===== config.mk =====
export PLATFORM = sky130hd
export DESIGN_NAME = dbg_cmd_seq
export DESIGN_NICKNAME = d
export VERILOG_FILES = /design/src/rtl/dbgseq_pkg.sv /design/src/rtl/dbgseq_decode.sv /design/src/rtl/dbgseq_collect.sv /design/src/rtl/dbgseq_format.sv /design/src/rtl/dbg_cmd_seq.sv
export SDC_FILE = /design/constraint.sdc
export NUM_CORES = 1
export LEC_CHECK = 0
export BUFFER_PORTS_ARGS = -buffer_cell sky130_fd_sc_hd__buf_2
export CORE_UTILIZATION = 50
export CTS_BUF_LIST = sky130_fd_sc_hd__clkbuf_4 sky130_fd_sc_hd__clkbuf_8 sky130_fd_sc_hd__clkbuf_16
export CTS_CLUSTER_DIAMETER = 50
export CTS_CLUSTER_SIZE = 25
export DETAILED_ROUTE_END_ITERATION = 12
export GPL_ROUTABILITY_DRIVEN = 0
export PLACE_DENSITY = 0.77
export SLEW_MARGIN = 10
export SYNTH_ARGS = -nofsm -noshare
export SYNTH_HDL_FRONTEND = slang
export SYNTH_SLANG_ARGS = --single-unit
export TNS_END_PERCENT = 100

===== constraint.sdc =====
create_clock -name clk -period 2.4 [get_ports clk]
set_input_delay 0.48 -clock clk [delete_from_list [all_inputs] [get_ports clk]]
set_output_delay 0.48 -clock clk [all_outputs]
set_load 0.005 [all_outputs]

===== src/rtl/dbgseq_pkg.sv =====
package dbgseq_pkg;
  localparam int WORD_W     = 16;
  localparam int DATA_W     = 2 * WORD_W;
  localparam int OPC_W      = 6;
  localparam int REGN_W     = 3;
  localparam int CNT_W      = 3;
  localparam int ADDR_WORDS = DATA_W / WORD_W;
  localparam int BYTE_W     = 8;

  localparam logic [1:0] SZ_BYTE = 2'b00;
  localparam logic [1:0] SZ_WORD = 2'b01;
  localparam logic [1:0] SZ_LONG = 2'b10;
  localparam logic [1:0] SZ_RSVD = 2'b11;

  localparam logic [1:0] CLS_REG = 2'd0;
  localparam logic [1:0] CLS_MEM = 2'd1;

  typedef enum logic [1:0] {ST_IDLE, ST_EXT, ST_WAIT, ST_OUT} st_e;

  function automatic logic [CNT_W-1:0] data_words(input logic [1:0] sz);
    return (sz == SZ_LONG) ? CNT_W'(2) : CNT_W'(1);
  endfunction

  function automatic logic [CNT_W-1:0] ext_words(input logic mem, input logic wr,
                                                 input logic [1:0] sz);
    logic [CNT_W-1:0] n;
    n = mem ? CNT_W'(ADDR_WORDS) : '0;
    if (wr) n = n + data_words(sz);
    return n;
  endfunction

  function automatic logic [DATA_W-1:0] force_align(input logic [DATA_W-1:0] a,
                                                    input logic [1:0] sz);
    logic [DATA_W-1:0] r;
    r = a;
    if (sz == SZ_WORD) r[0] = 1'b0;
    if (sz == SZ_LONG) r[1:0] = 2'b00;
    return r;
  endfunction

  function automatic logic [DATA_W-1:0] size_data(input logic [DATA_W-1:0] d,
                                                  input logic [1:0] sz);
    logic [DATA_W-1:0] r;
    case (sz)
      SZ_BYTE: r = {{(DATA_W-BYTE_W){1'b0}}, d[BYTE_W-1:0]};
      SZ_WORD: r = {{(DATA_W-WORD_W){1'b0}}, d[WORD_W-1:0]};
      default: r = d;
    endcase
    return r;
  endfunction
endpackage


===== src/rtl/dbgseq_decode.sv =====
module dbgseq_decode
  import dbgseq_pkg::*;
(
  input  logic [9:0]        cmd_lo,
  input  logic [1:0]        cls,
  output logic              legal,
  output logic              is_mem,
  output logic              is_write,
  output logic [1:0]        size,
  output logic              ad,
  output logic [REGN_W-1:0] regn,
  output logic [CNT_W-1:0]  n_ext
);
  logic rsv_ok, cls_ok;

  assign rsv_ok   = (cmd_lo[9:8] == 2'b00) && !cmd_lo[6];
  assign cls_ok   = (cls == CLS_REG) || (cls == CLS_MEM);
  assign size     = cmd_lo[5:4];
  assign is_write = !cmd_lo[7];
  assign ad       = cmd_lo[3];
  assign regn     = cmd_lo[REGN_W-1:0];
  assign is_mem   = (cls == CLS_MEM);
  assign legal    = rsv_ok && cls_ok && (size != SZ_RSVD);
  assign n_ext    = ext_words(is_mem, is_write, size);
endmodule


===== src/rtl/dbgseq_collect.sv =====
module dbgseq_collect
  import dbgseq_pkg::*;
(
  input  logic              clk,
  input  logic              rst_n,
  input  logic              start,
  input  logic              push,
  input  logic [WORD_W-1:0] word,
  input  logic              mem,
  input  logic [1:0]        size,
  output logic [DATA_W-1:0] addr,
  output logic [DATA_W-1:0] wdata
);
  logic [CNT_W-1:0]  idx;
  logic [DATA_W-1:0] addr_raw, data_raw;
  logic              to_addr;

  assign to_addr = mem && (idx < CNT_W'(ADDR_WORDS));

  always_ff @(posedge clk or negedge rst_n) begin
    if (!rst_n) begin
      idx      <= '0;
      addr_raw <= '0;
      data_raw <= '0;
    end else if (start) begin
      idx      <= '0;
      addr_raw <= '0;
      data_raw <= '0;
    end else if (push) begin
      idx <= idx + CNT_W'(1);
      if (to_addr) addr_raw <= {addr_raw[DATA_W-WORD_W-1:0], word};
      else         data_raw <= {data_raw[DATA_W-WORD_W-1:0], word};
    end
  end

  assign addr  = mem ? force_align(addr_raw, size) : '0;
  assign wdata = size_data(data_raw, size);
endmodule


===== src/rtl/dbgseq_format.sv =====
module dbgseq_format
  import dbgseq_pkg::*;
(
  input  logic [DATA_W-1:0] rdata,
  input  logic [1:0]        size,
  output logic [WORD_W-1:0] first,
  output logic [WORD_W-1:0] second,
  output logic              two
);
  logic [DATA_W-1:0] sized;

  assign sized  = size_data(rdata, size);
  assign two    = (size == SZ_LONG);
  assign first  = two ? rdata[DATA_W-1:WORD_W] : sized[WORD_W-1:0];
  assign second = rdata[WORD_W-1:0];
endmodule


===== src/rtl/dbg_cmd_seq.sv =====
module dbg_cmd_seq
  import dbgseq_pkg::*;
#(
  parameter logic [WORD_W-1:0] RSP_NOT_READY = 16'h0000,
  parameter logic [WORD_W-1:0] RSP_ILLEGAL   = 16'h0001,
  parameter logic [WORD_W-1:0] RSP_DONE      = 16'hFFFF
) (
  input  logic              clk,
  input  logic              rst_n,
  input  logic              host_valid,
  input  logic [WORD_W-1:0] host_word,
  output logic              host_rsp_stat,
  output logic [WORD_W-1:0] host_rsp,
  output logic [OPC_W-1:0]  opc,
  input  logic [1:0]        opc_class,
  output logic              acc_req,
  output logic              acc_mem,
  output logic              acc_write,
  output logic [1:0]        acc_size,
  output logic              acc_ad,
  output logic [REGN_W-1:0] acc_reg,
  output logic [DATA_W-1:0] acc_addr,
  output logic [DATA_W-1:0] acc_wdata,
  input  logic              acc_ack,
  input  logic [DATA_W-1:0] acc_rdata
);
  st_e               state;
  logic [CNT_W-1:0]  rem;
  logic              c_mem, c_wr, c_ad;
  logic [1:0]        c_size;
  logic [REGN_W-1:0] c_reg;
  logic              rsp_stat_q;
  logic [WORD_W-1:0] rsp_q, tail_q;

  logic              d_legal, d_mem, d_wr, d_ad;
  logic [1:0]        d_size;
  logic [REGN_W-1:0] d_reg;
  logic [CNT_W-1:0]  d_next;
  logic [WORD_W-1:0] f_first, f_second;
  logic              f_two;

  // Named internal events
  logic ev_cmd_take, ev_cmd_bad, ev_cmd_good, ev_ext_take, ev_acc_done;

  assign opc = host_word[WORD_W-1:WORD_W-OPC_W];

  dbgseq_decode u_dec (
    .cmd_lo  (host_word[9:0]),
    .cls     (opc_class),
    .legal   (d_legal),
    .is_mem  (d_mem),
    .is_write(d_wr),
    .size    (d_size),
    .ad      (d_ad),
    .regn    (d_reg),
    .n_ext   (d_next)
  );

  assign ev_cmd_take = (state == ST_IDLE) && host_valid;
  assign ev_cmd_bad  = ev_cmd_take && !d_legal;
  assign ev_cmd_good = ev_cmd_take && d_legal;
  assign ev_ext_take = (state == ST_EXT) && host_valid;
  assign ev_acc_done = (state == ST_WAIT) && acc_ack;

  dbgseq_collect u_col (
    .clk  (clk),
    .rst_n(rst_n),
    .start(ev_cmd_good),
    .push (ev_ext_take),
    .word (host_word),
    .mem  (c_mem),
    .size (c_size),
    .addr (acc_addr),
    .wdata(acc_wdata)
  );

  dbgseq_format u_fmt (
    .rdata (acc_rdata),
    .size  (c_size),
    .first (f_first),
    .second(f_second),
    .two   (f_two)
  );

  always_ff @(posedge clk or negedge rst_n) begin
    if (!rst_n) begin
      state      <= ST_IDLE;
      rem        <= '0;
      c_mem      <= 1'b0;
      c_wr       <= 1'b0;
      c_ad       <= 1'b0;
      c_size     <= SZ_BYTE;
      c_reg      <= '0;
      rsp_stat_q <= 1'b1;
      rsp_q      <= RSP_NOT_READY;
      tail_q     <= '0;
    end else begin
      case (state)
        ST_IDLE: begin
          if (ev_cmd_bad) begin
            rsp_stat_q <= 1'b1;
            rsp_q      <= RSP_ILLEGAL;
          end else if (ev_cmd_good) begin
            c_mem      <= d_mem;
            c_wr       <= d_wr;
            c_ad       <= d_ad;
            c_size     <= d_size;
            c_reg      <= d_reg;
            rem        <= d_next;
            rsp_stat_q <= 1'b1;
            rsp_q      <= RSP_NOT_READY;
            state      <= (d_next == '0) ? ST_WAIT : ST_EXT;
          end
        end
        ST_EXT: begin
          if (ev_ext_take) begin
            rem <= rem - CNT_W'(1);
            if (rem == CNT_W'(1)) state <= ST_WAIT;
          end
        end
        ST_WAIT: begin
          if (ev_acc_done) begin
            if (c_wr) begin
              rsp_stat_q <= 1'b1;
              rsp_q      <= RSP_DONE;
              state      <= ST_IDLE;
            end else begin
              rsp_stat_q <= 1'b0;
              rsp_q      <= f_first;
              tail_q     <= f_second;
              state      <= f_two ? ST_OUT : ST_IDLE;
            end
          end
        end
        ST_OUT: begin
          if (host_valid) begin
            rsp_stat_q <= 1'b0;
            rsp_q      <= tail_q;
            state      <= ST_IDLE;
          end
        end
        default: state <= ST_IDLE;
      endcase
    end
  end

  assign host_rsp_stat = rsp_stat_q;
  assign host_rsp      = rsp_q;
  assign acc_req       = (state == ST_WAIT);
  assign acc_mem       = c_mem;
  assign acc_write     = c_wr;
  assign acc_size      = c_size;
  assign acc_ad        = c_ad;
  assign acc_reg       = c_reg;
endmodule


-- Word level (Yosys, flattened, before mapping)
Index checks and enable logic that the tools add are counted.
- add/subtract/negate cells: 3
- magnitude comparators: 1
- eq/ne operators: 17
- multiplexer cells: 43
- bitwise gates (word level): 2
- reduce and logical (&&, ||, !) cells: 29
- operators with widths (operator ; count):
    32-bit two-way mux ; 7
    16-bit two-way mux ; 6
    32-bit one-hot mux with 2 select lines ; 1
    16-bit one-hot mux with 3 select lines ; 1
    16-bit one-hot mux with 2 select lines ; 1
    2-bit two-way mux ; 12
    3-bit two-way mux ; 6
    2-bit inequality test (second input constant) ; 6
    1-bit logical AND ; 9
    2-bit == test (second input constant) ; 4
    2-bit logical NOT ; 4
    2-bit one-hot mux with 4 select lines ; 1
    4-bit AND reduction ; 2
    2-bit by 1-bit == test with 1-bit output (second input constant) ; 3
    1-bit two-way mux ; 6
    3-bit one-hot mux with 2 select lines ; 1
    3-bit AND reduction ; 2
    6-bit AND reduction ; 1
    2-bit nonzero test ; 3
    2-bit by 1-bit inequality test with 1-bit output (second input constant) ; 2
    2-bit AND reduction ; 2
    3-bit by 1-bit adder with 3-bit output (second input constant) ; 1
    3-bit adder ; 1
    3-bit by 1-bit == test with 1-bit output (second input constant) ; 1
    other kinds (9) ; 12
- register bits after elaboration: 113
- input port bits: 54
- output and inout port bits: 96
- logic and storage cells: 108

-- Longest topological paths before layout
Gate-level depths: netlist of run 1.
- depth in word-level cells: 9
- depth in mapped cells: 8
- gate-level depth less buffers: 6

-- By module
Synthesis of run 1 repeated with hierarchy kept, for this count alone.
- cells, all modules: 582
- area total of the unflattened synthesis: 6342.3 sq um
- by module, submodules not included (module ; instances ; cells an instance ; area an instance (sq um) ; seq. area each (sq um)):
    dbgseq_collect ; 1 ; 348 ; 3493.4 ; 1676.6
    dbg_cmd_seq ; 1 ; 183 ; 2403.6 ; 1152.4
    dbgseq_format ; 1 ; 36 ; 335.3 ; 0.0
    dbgseq_decode ; 1 ; 15 ; 110.1 ; 0.0

-- Least setup slack after synthesis of run 1
No wires, ideal clock.
- kind: input to register
- start point: input port host_word[8]
- end point: register u_col.addr_raw[6]
- setup time: 0.125 ns
- data arrival time: 2.039 ns
- required time: 2.275 ns
- slack: 0.236 ns
- cell stages on the path: 5
- path buffers: 1
- cell sequence: or4_1 > a2111o_1 > clkbuf_1 > nand2_1 > mux2_2
- cells in the longest elaborated chain, start to end: 7
- elaborated cells between the ends (all ways): 9
- classes of those cells: 1 x mux; 8 x reduce/logical
- RTL lines (element ; line ; RTL):
    start: declaration ; dbg_cmd_seq.sv:11 ; input logic [WORD_W-1:0] host_word,
    2-bit logical NOT * ; dbgseq_decode.sv:16 ; assign rsv_ok = (cmd_lo[9:8] == 2'b00) && !cmd_lo[6];
    1-bit logical AND * ; dbgseq_decode.sv:16 ;
    1-bit logical AND * (2 in a row) ; dbgseq_decode.sv:23 ; assign legal = rsv_ok && cls_ok && (size != SZ_RSVD);
    1-bit logical AND * ; dbg_cmd_seq.sv:61 ; assign ev_cmd_good = ev_cmd_take && d_legal;
    2-bit nonzero test (no line) ; -- ;
    2-bit AND reduction (no line) ; -- ;
    end signal: assignment ; dbgseq_collect.sv:31 ; if (to_addr) addr_raw <= {addr_raw[DATA_W-WORD_W-1:0], word};
    end: declaration ; dbgseq_collect.sv:15 ; logic [DATA_W-1:0] addr_raw, data_raw;
Mark *: on every way between the ends. The rest lies on a longest branch, timed or not.
A chain may end at the register's enable or synchronous reset.

-- Worst setup path in the final report of run 1
- start point: register c_size[1] (netlist: acc_size[1])
- end point: output port acc_addr[0]
- cells in the longest elaborated chain, start to end: 4
- elaborated cells between the ends (all ways): 5
- classes of those cells: 2 x eq/ne; 3 x mux
- RTL lines (element ; line ; RTL):
    start: declaration ; dbg_cmd_seq.sv:30 ; logic [1:0] c_size;
    start signal: assignment ; dbg_cmd_seq.sv:107 ; c_size <= d_size;
    2-bit by 1-bit == test with 1-bit output ; dbgseq_pkg.sv:36 ; if (sz == SZ_WORD) r[0] = 1'b0;
    1-bit two-way mux ; dbgseq_pkg.sv:36 ;
    2-bit two-way mux * ; dbgseq_pkg.sv:37 ; if (sz == SZ_LONG) r[1:0] = 2'b00;
    32-bit two-way mux * ; dbgseq_collect.sv:36 ; assign addr = mem ? force_align(addr_raw, size) : '0;
    end: declaration ; dbg_cmd_seq.sv:22 ; output logic [DATA_W-1:0] acc_addr,
Marked as above.

==> run_results.csv, run 1 <==
group,metric,value,unit
min_path,holdCritPathClass,"in -> async",
critical_path,cp.arrival,1.78,ns
pwr,power.internal,5320,µW
detailed_routing,first_pass_iters,5,
cells_and_area,antenna_cells,0,
cells_and_area,layout-drive-gt1-share,31.1,%
die,dieArea,11400,µm²
cells_and_area,final_cells,882,
die,die_width,107,µm
logic_synthesis,ys_ff_latch,113,
detailed_routing,drtIter0Drc,321,
critical_path,crit_path_start_kind,"flip-flop",
timing,drv_slew,0,
logic_synthesis,ys_seq_area_share,51.4,%
grt,grt_pass1_vias,4644,
logic_synthesis,synth_flop_cell,"dfrtp_1",
grt,grt_pass1_wl,22900,µm
logic_synthesis,syn_inst,605,
logic_synthesis,synth-edff-count,0,
timing,max_slew_margin,60.3,%
logic_synthesis,synth_cell_type_count,45,
clock_tree,cts_buffer_depth,2,
timing,finalSetupViolCount,0,
critical_path,crit_type,"reg -> out",
timing,fin_crit_sh,94.1,%
pwr,p_sw_share,29.0,%
timing,tightest_slew,0.596,ns
critical_path,worst-path-max-fanout,13,
clock_tree,cts_root_buf,"clkbuf_8",
logic_synthesis,avgSynthCellArea,9.10,µm²
die,start_util,52.4,%
die,coreArea,10500,µm²
pwr,total_power,7500,µW
grt,overflow,0,
detailed_routing,routedWlPerCell,15.9,µm
clock_tree,holdBufCountCts,0,
clock_tree,cts_tree,"yes",
grt,grt_usage,25.8,%
pwr,seqPwrFrac,39.1,%
timing,hold_viol_final,0,
timing,max_freq,443,MHz
clock_tree,cts_sinks,113,
critical_path,crit_required,1.92,ns
pwr,p_leak,0.00352,µW
critical_path,rrSetupSlack,0.45,ns
grt,grt_max_degree,114,
critical_path,r2r-end,"u_col.data_raw[6]",
critical_path,reg2reg_depth,4,
detailed_routing,routed_wl,14100,µm
clock_tree,cts_setup_buffers,0,
logic_synthesis,syn_nets,663,
critical_path,crit_path_end_kind,"primary output",
detailed_routing,vias,4878,
job,maxCapViolations,0,
logic_synthesis,synth.largest_area_cell,"dfrtp_1",
cells_and_area,reg.largest.list,"u_col.addr_raw x32, u_col.data_raw x32",
pwr,pwr-share-clk,38.0,%
cells_and_area,nets,792,
placed_design,port_buffers,149,
critical_path,timing.rr.start,"acc_mem",
logic_synthesis,ys_warn_count,0,
placed_design,placed_cells,851,
cells_and_area,layout.cells.most_common,"nand2_1",
timing,period_needed,2.26,ns
clock_tree,clkLatencyLatePin,0.51,ns
clock_tree,cts_buffers,17,
cells_and_area,n_fill_cell,845,
pwr,p_comb_share,23.0,%
logic_synthesis,netlist.area_leader.share,50.9,%
die,chipHeight,107,µm
logic_synthesis,async_reset_ff_share,100,%
timing,rsz0062_at_grt,"true",
detailed_routing,ant_nets,0,
timing,tns,0,ns
logic_synthesis,synth_area,5510,µm²
detailed_routing,drcViolationCount,0,
die,fp-row-count,37,
cells_and_area,final_cell_mix,"nand2_1 (151), buf_2 (148), dfrtp_1 (112)",
cells_and_area,area_growth,27.1,%
placed_design,hpwl,9550,µm
pwr,powerDensity,1070,nW/µm²
pwr,p_switching,2170,µW
status,status,"finished clean",
logic_synthesis,synth.area.top_cells,"dfrtp_1 (51%), nand2_1 (10%), a21oi_1 (5.5%), and2_1 (5.3%), mux2_2 (4.1%)",
detailed_routing,via_per_inst,5.53,
timing,fin_skew,0.0102,ns
clock_tree,clk_pin_slew_worst_paths,0.05,ns
die,io_pins,150,
clock_tree,htreeDepth,4,
pwr,peakVddDrop,0.000747,V
grt,antenna_found_initial,0,
[cells by family after synthesis]
logic type	count (synthesis)	share of synthesized area, %
adder cells (fa/ha/maj)	4	0.909
flip-flops	113	51.4
AND/OR/NAND/NOR	275	23.2
multiplexers	25	5.07
buffers and inverters	66	5.59
AO/OA/AOI/OAI	120	13.5
XOR/XNOR	2	0.318
[cells in the mapped netlist (2+ instances only)]
master / number
mux2i_1: 2
buf_2: 6
mux2_1: 3
inv_1: 6
nor3b_1: 3
buf_4: 14
nor2b_1: 13
buf_1: 3
a31o_2: 7
o21ai_0: 22
a22oi_1: 7
ha_1: 4
a21oi_1: 60
nand2_1: 151
mux2_2: 20
nor2_1: 14
o211ai_1: 2
and2_1: 47
nand3_1: 31
dfrtp_1: 112
o22ai_1: 3
clkbuf_1: 36
o22a_1: 7
a221oi_1: 3
nand2b_1: 7
nor3_1: 3
[through the flow]
step / area (µm²) / worst slack [ns] / utilization, % / hold slack (ns)
final: 7000 / 0.142 / 66.6 / 0.0431
after global routing: 7000 / -0.00774 / 66.6 / 0.0928
after CTS: 6990 / 0.0929 / 66.5 / 0.0692
after detailed placement: 6320 / 0.104 / 60.1 / 0.471
after global placement: 6320 / 0.169 / 60.1 / 0.456
after floorplan: 5510 / 0.236 / - / 0.184
[power by group through the flow]
stage	Clock (µW)	Combinational, µW	Sequential (µW)
4_1_cts	2880	1730	2920
6_report	2850	1720	2930
3_3_place_gp	0	1660	2900
3_5_place_dp	0	1720	2940
5_1_grt	2970	1930	3000
2_1_floorplan	0	1130	2790
[worst max-delay path by stage]
stage	start	to
2_1_floorplan	host_word[8]	u_col.addr_raw[6]
3_3_place_gp	host_word[8]	rem[2]
3_5_place_dp	host_word[8]	rem[2]
4_1_cts	acc_size[1]	acc_addr[0]
5_1_grt	acc_size[1]	acc_addr[0]
6_report	acc_size[1]	acc_addr[0]
[layout make-up]
class,instances,area (µm²),share of cell area (%)
well taps,136,170,2.43
clock buffers,22,470,6.73
clock inverters,9,203,2.90
inverters,7,26.3,0.376
repair buffers,169,923,13.2
multi-input cells,426,2370,33.9
flip-flops and latches,113,2830,40.4
[worst max-delay path, cell delays in order, from the launching register on]
cell and delay, ns:
dfrtp_1 0.53, nand2b_1 0.26, nand3_1 0.12, a21oi_1 0.20, buf_2 0.16
[routing by layer]
layer	track usage, %	share of wire [%]
met1	33.7	41
met4	7.83	1.7
met3	6.32	7.1
met2	42.7	50
met5	0	0
[what timing repair did]
item                                    CTS  global route
resized for setup                         0             1
hold endpoints to repair                  0             0
endpoints found under the setup margin    0             2
Power figures use the tool's default switching activity.
==> run 2: changes to the inputs <==
==> constraint.sdc (replaced) <==
create_clock -name clk -period 2.9 [get_ports clk]
set_input_delay 0.58 -clock clk [delete_from_list [all_inputs] [get_ports clk]]
set_output_delay 0.58 -clock clk [all_outputs]
set_load 0.005 [all_outputs]
==> run_results.csv, run 2 (synthesis gave the netlist of run 1 again) <==
group,metric,value,unit
cells_and_area,nets,790,
grt,antenna_found_initial,0,
die,die_width,107,µm
grt,grt_pass1_vias,4606,
clock_tree,cts_buffers,17,
die,start_util,52.4,%
timing,drv_slew,0,
detailed_routing,first_pass_iters,5,
detailed_routing,routed_wl,13700,µm
cells_and_area,area_growth,24.9,%
placed_design,port_buffers,149,
die,coreArea,10500,µm²
clock_tree,cts_root_buf,"clkbuf_8",
critical_path,cpMaxStageDelayCell,"nand2b_1",
clock_tree,cts_setup_buffers,0,
timing,fin_crit_sh,90.8,%
pwr,p_sw_share,31.5,%
pwr,p_switching,1830,µW
grt,overflow,0,
cells_and_area,antenna_cells,0,
critical_path,cp.arrival,2.05,ns
detailed_routing,ant_nets,0,
grt,grt_pass1_wl,22700,µm
critical_path,rrSetupSlack,0.72,ns
pwr,seqPwrFrac,40.9,%
die,fp-row-count,37,
clock_tree,clk_pin_slew_worst_paths,0.06,ns
detailed_routing,drcViolationCount,0,
detailed_routing,vias,4823,
clock_tree,clkLatencyLatePin,0.51,ns
timing,max_slew_margin,48.0,%
timing,fin_skew,0.00830,ns
clock_tree,htreeDepth,4,
grt,grt_usage,25.4,%
status,status,"finished clean",
die,io_pins,150,
timing,tns,0,ns
cells_and_area,final_area,6880,µm²
placed_design,placed_area,6290,µm²
pwr,p_comb_share,24.5,%
min_path,holdCritPathClass,"in -> async",
critical_path,worst-path-max-fanout,14,
cells_and_area,reg.largest.list,"u_col.addr_raw x32, u_col.data_raw x32",
detailed_routing,via_per_inst,5.47,
timing,period_needed,2.63,ns
die,chipHeight,107,µm
cells_and_area,layout.cells.most_common,"nand2_1",
pwr,peakVddDrop,0.000377,V
detailed_routing,drtIter0Drc,266,
pwr,pwr-share-clk,34.6,%
timing,hold_ws,0.141,ns
detailed_routing,routedWlPerCell,15.6,µm
timing,rsz0062_at_grt,"false",
die,dieArea,11400,µm²
timing,max_freq,380,MHz
cells_and_area,multiInputGateArea,2370,µm²
clock_tree,cts_sinks,113,
clock_tree,cts_buffer_depth,2,
timing,tightest_slew,0.780,ns
grt,grt_max_degree,61,
job,maxCapViolations,0,
critical_path,slowest_delay,0.44,ns
clock_tree,cts_repair_resize_count,0,
pwr,powerDensity,847,nW/µm²
critical_path,reg2reg_depth,6,
timing,hold_viol_final,0,
cells_and_area,n_fill_cell,847,
timing,finalSetupViolCount,0,
placed_design,hpwl,9340,µm
pwr,power.internal,3990,µW
critical_path,crit_path_start_kind,"flip-flop",
pwr,p_leak,0.00344,µW
clock_tree,holdBufCountCts,0,
critical_path,crit_type,"reg -> out",
critical_path,crit_required,2.32,ns
cells_and_area,final_core_util,65.4,%
cells_and_area,regArea,2830,µm²
cells_and_area,final_cell_mix,"nand2_1 (151), buf_2 (148), dfrtp_1 (112)",
critical_path,crit_path_end_kind,"primary output",
clock_tree,cts_tree,"yes",
critical_path,crit_chain,"buf_4 > nand2b_1 > nand3_1 > a21oi_1 > buf_2",
cells_and_area,layout-drive-gt1-share,30.9,%
-- run 2: cell types whose count changed in the layout (fill, tap and decap cells not counted), moves of 2 or more --
cell | previous run | this run
bufinv_16 | 6 | 2
clkinvlp_4 | 0 | 5
clkbuf_8 | 4 | 2
clkbuf_4 | 2 | 0
inv_6 | 0 | 3
-- run 2: path summary, 6_finish.rpt --
kind | startpoint | end
min in group clk | host_word[9] | u_col.data_raw[9]
worst min-delay path | rst_n | u_col.addr_raw[19]
max in group asynchronous | rst_n | host_rsp_stat
worst max-delay path | acc_size[0] | acc_addr[0]
worst max register to register | acc_mem | u_col.data_raw[8]
worst min register to register | acc_reg[0] | acc_reg[0]
-- run 2: layer usage --
layer  wire length, µm  global-route usage [%]
met5                 0                       0
met4               298                    8.61
met3               973                    6.20
met2              6710                    41.3
met1              5720                    33.2
-- run 2: worst max-delay path, delay by kind of cell, from the launching register on --
kind | cells | cell delay, ns
buf+inv | 2 | 0.38
simple gates | 2 | 0.61
flops | 1 | 0.32
compound gates | 1 | 0.24
-- run 2: area by class of cell --
cell class / count / area share, %
Inverter: 7 / 0.382
Tap cell: 136 / 2.47
Clock inverter: 14 / 2.26
Multi-Input combinational cell: 426 / 34.5
Clock buffer: 18 / 6.22
Sequential cell: 113 / 41.1
Timing Repair Buffer: 167 / 13.0
-- run 2: power by group through the flow --
| stage | clock network [µW] | logic (µW) | registers [µW] |
|---|---|---|---|
| finish | 2020 | 1430 | 2380 |
| global route | 2120 | 1610 | 2440 |
| CTS | 2040 | 1440 | 2380 |
| detailed placement | 0 | 1430 | 2390 |
| global placement | 0 | 1380 | 2370 |
| floorplan | 0 | 932 | 2310 |
-- run 2: through the flow --
step                worst slack, ns  cells  total power (µW)
floorplan                     0.636    605              3240
global placement              0.515    849              3750
detailed placement            0.442    849              3820
CTS                           0.287    881              5860
global route                  0.165    881              6170
finish                        0.266    881              5830
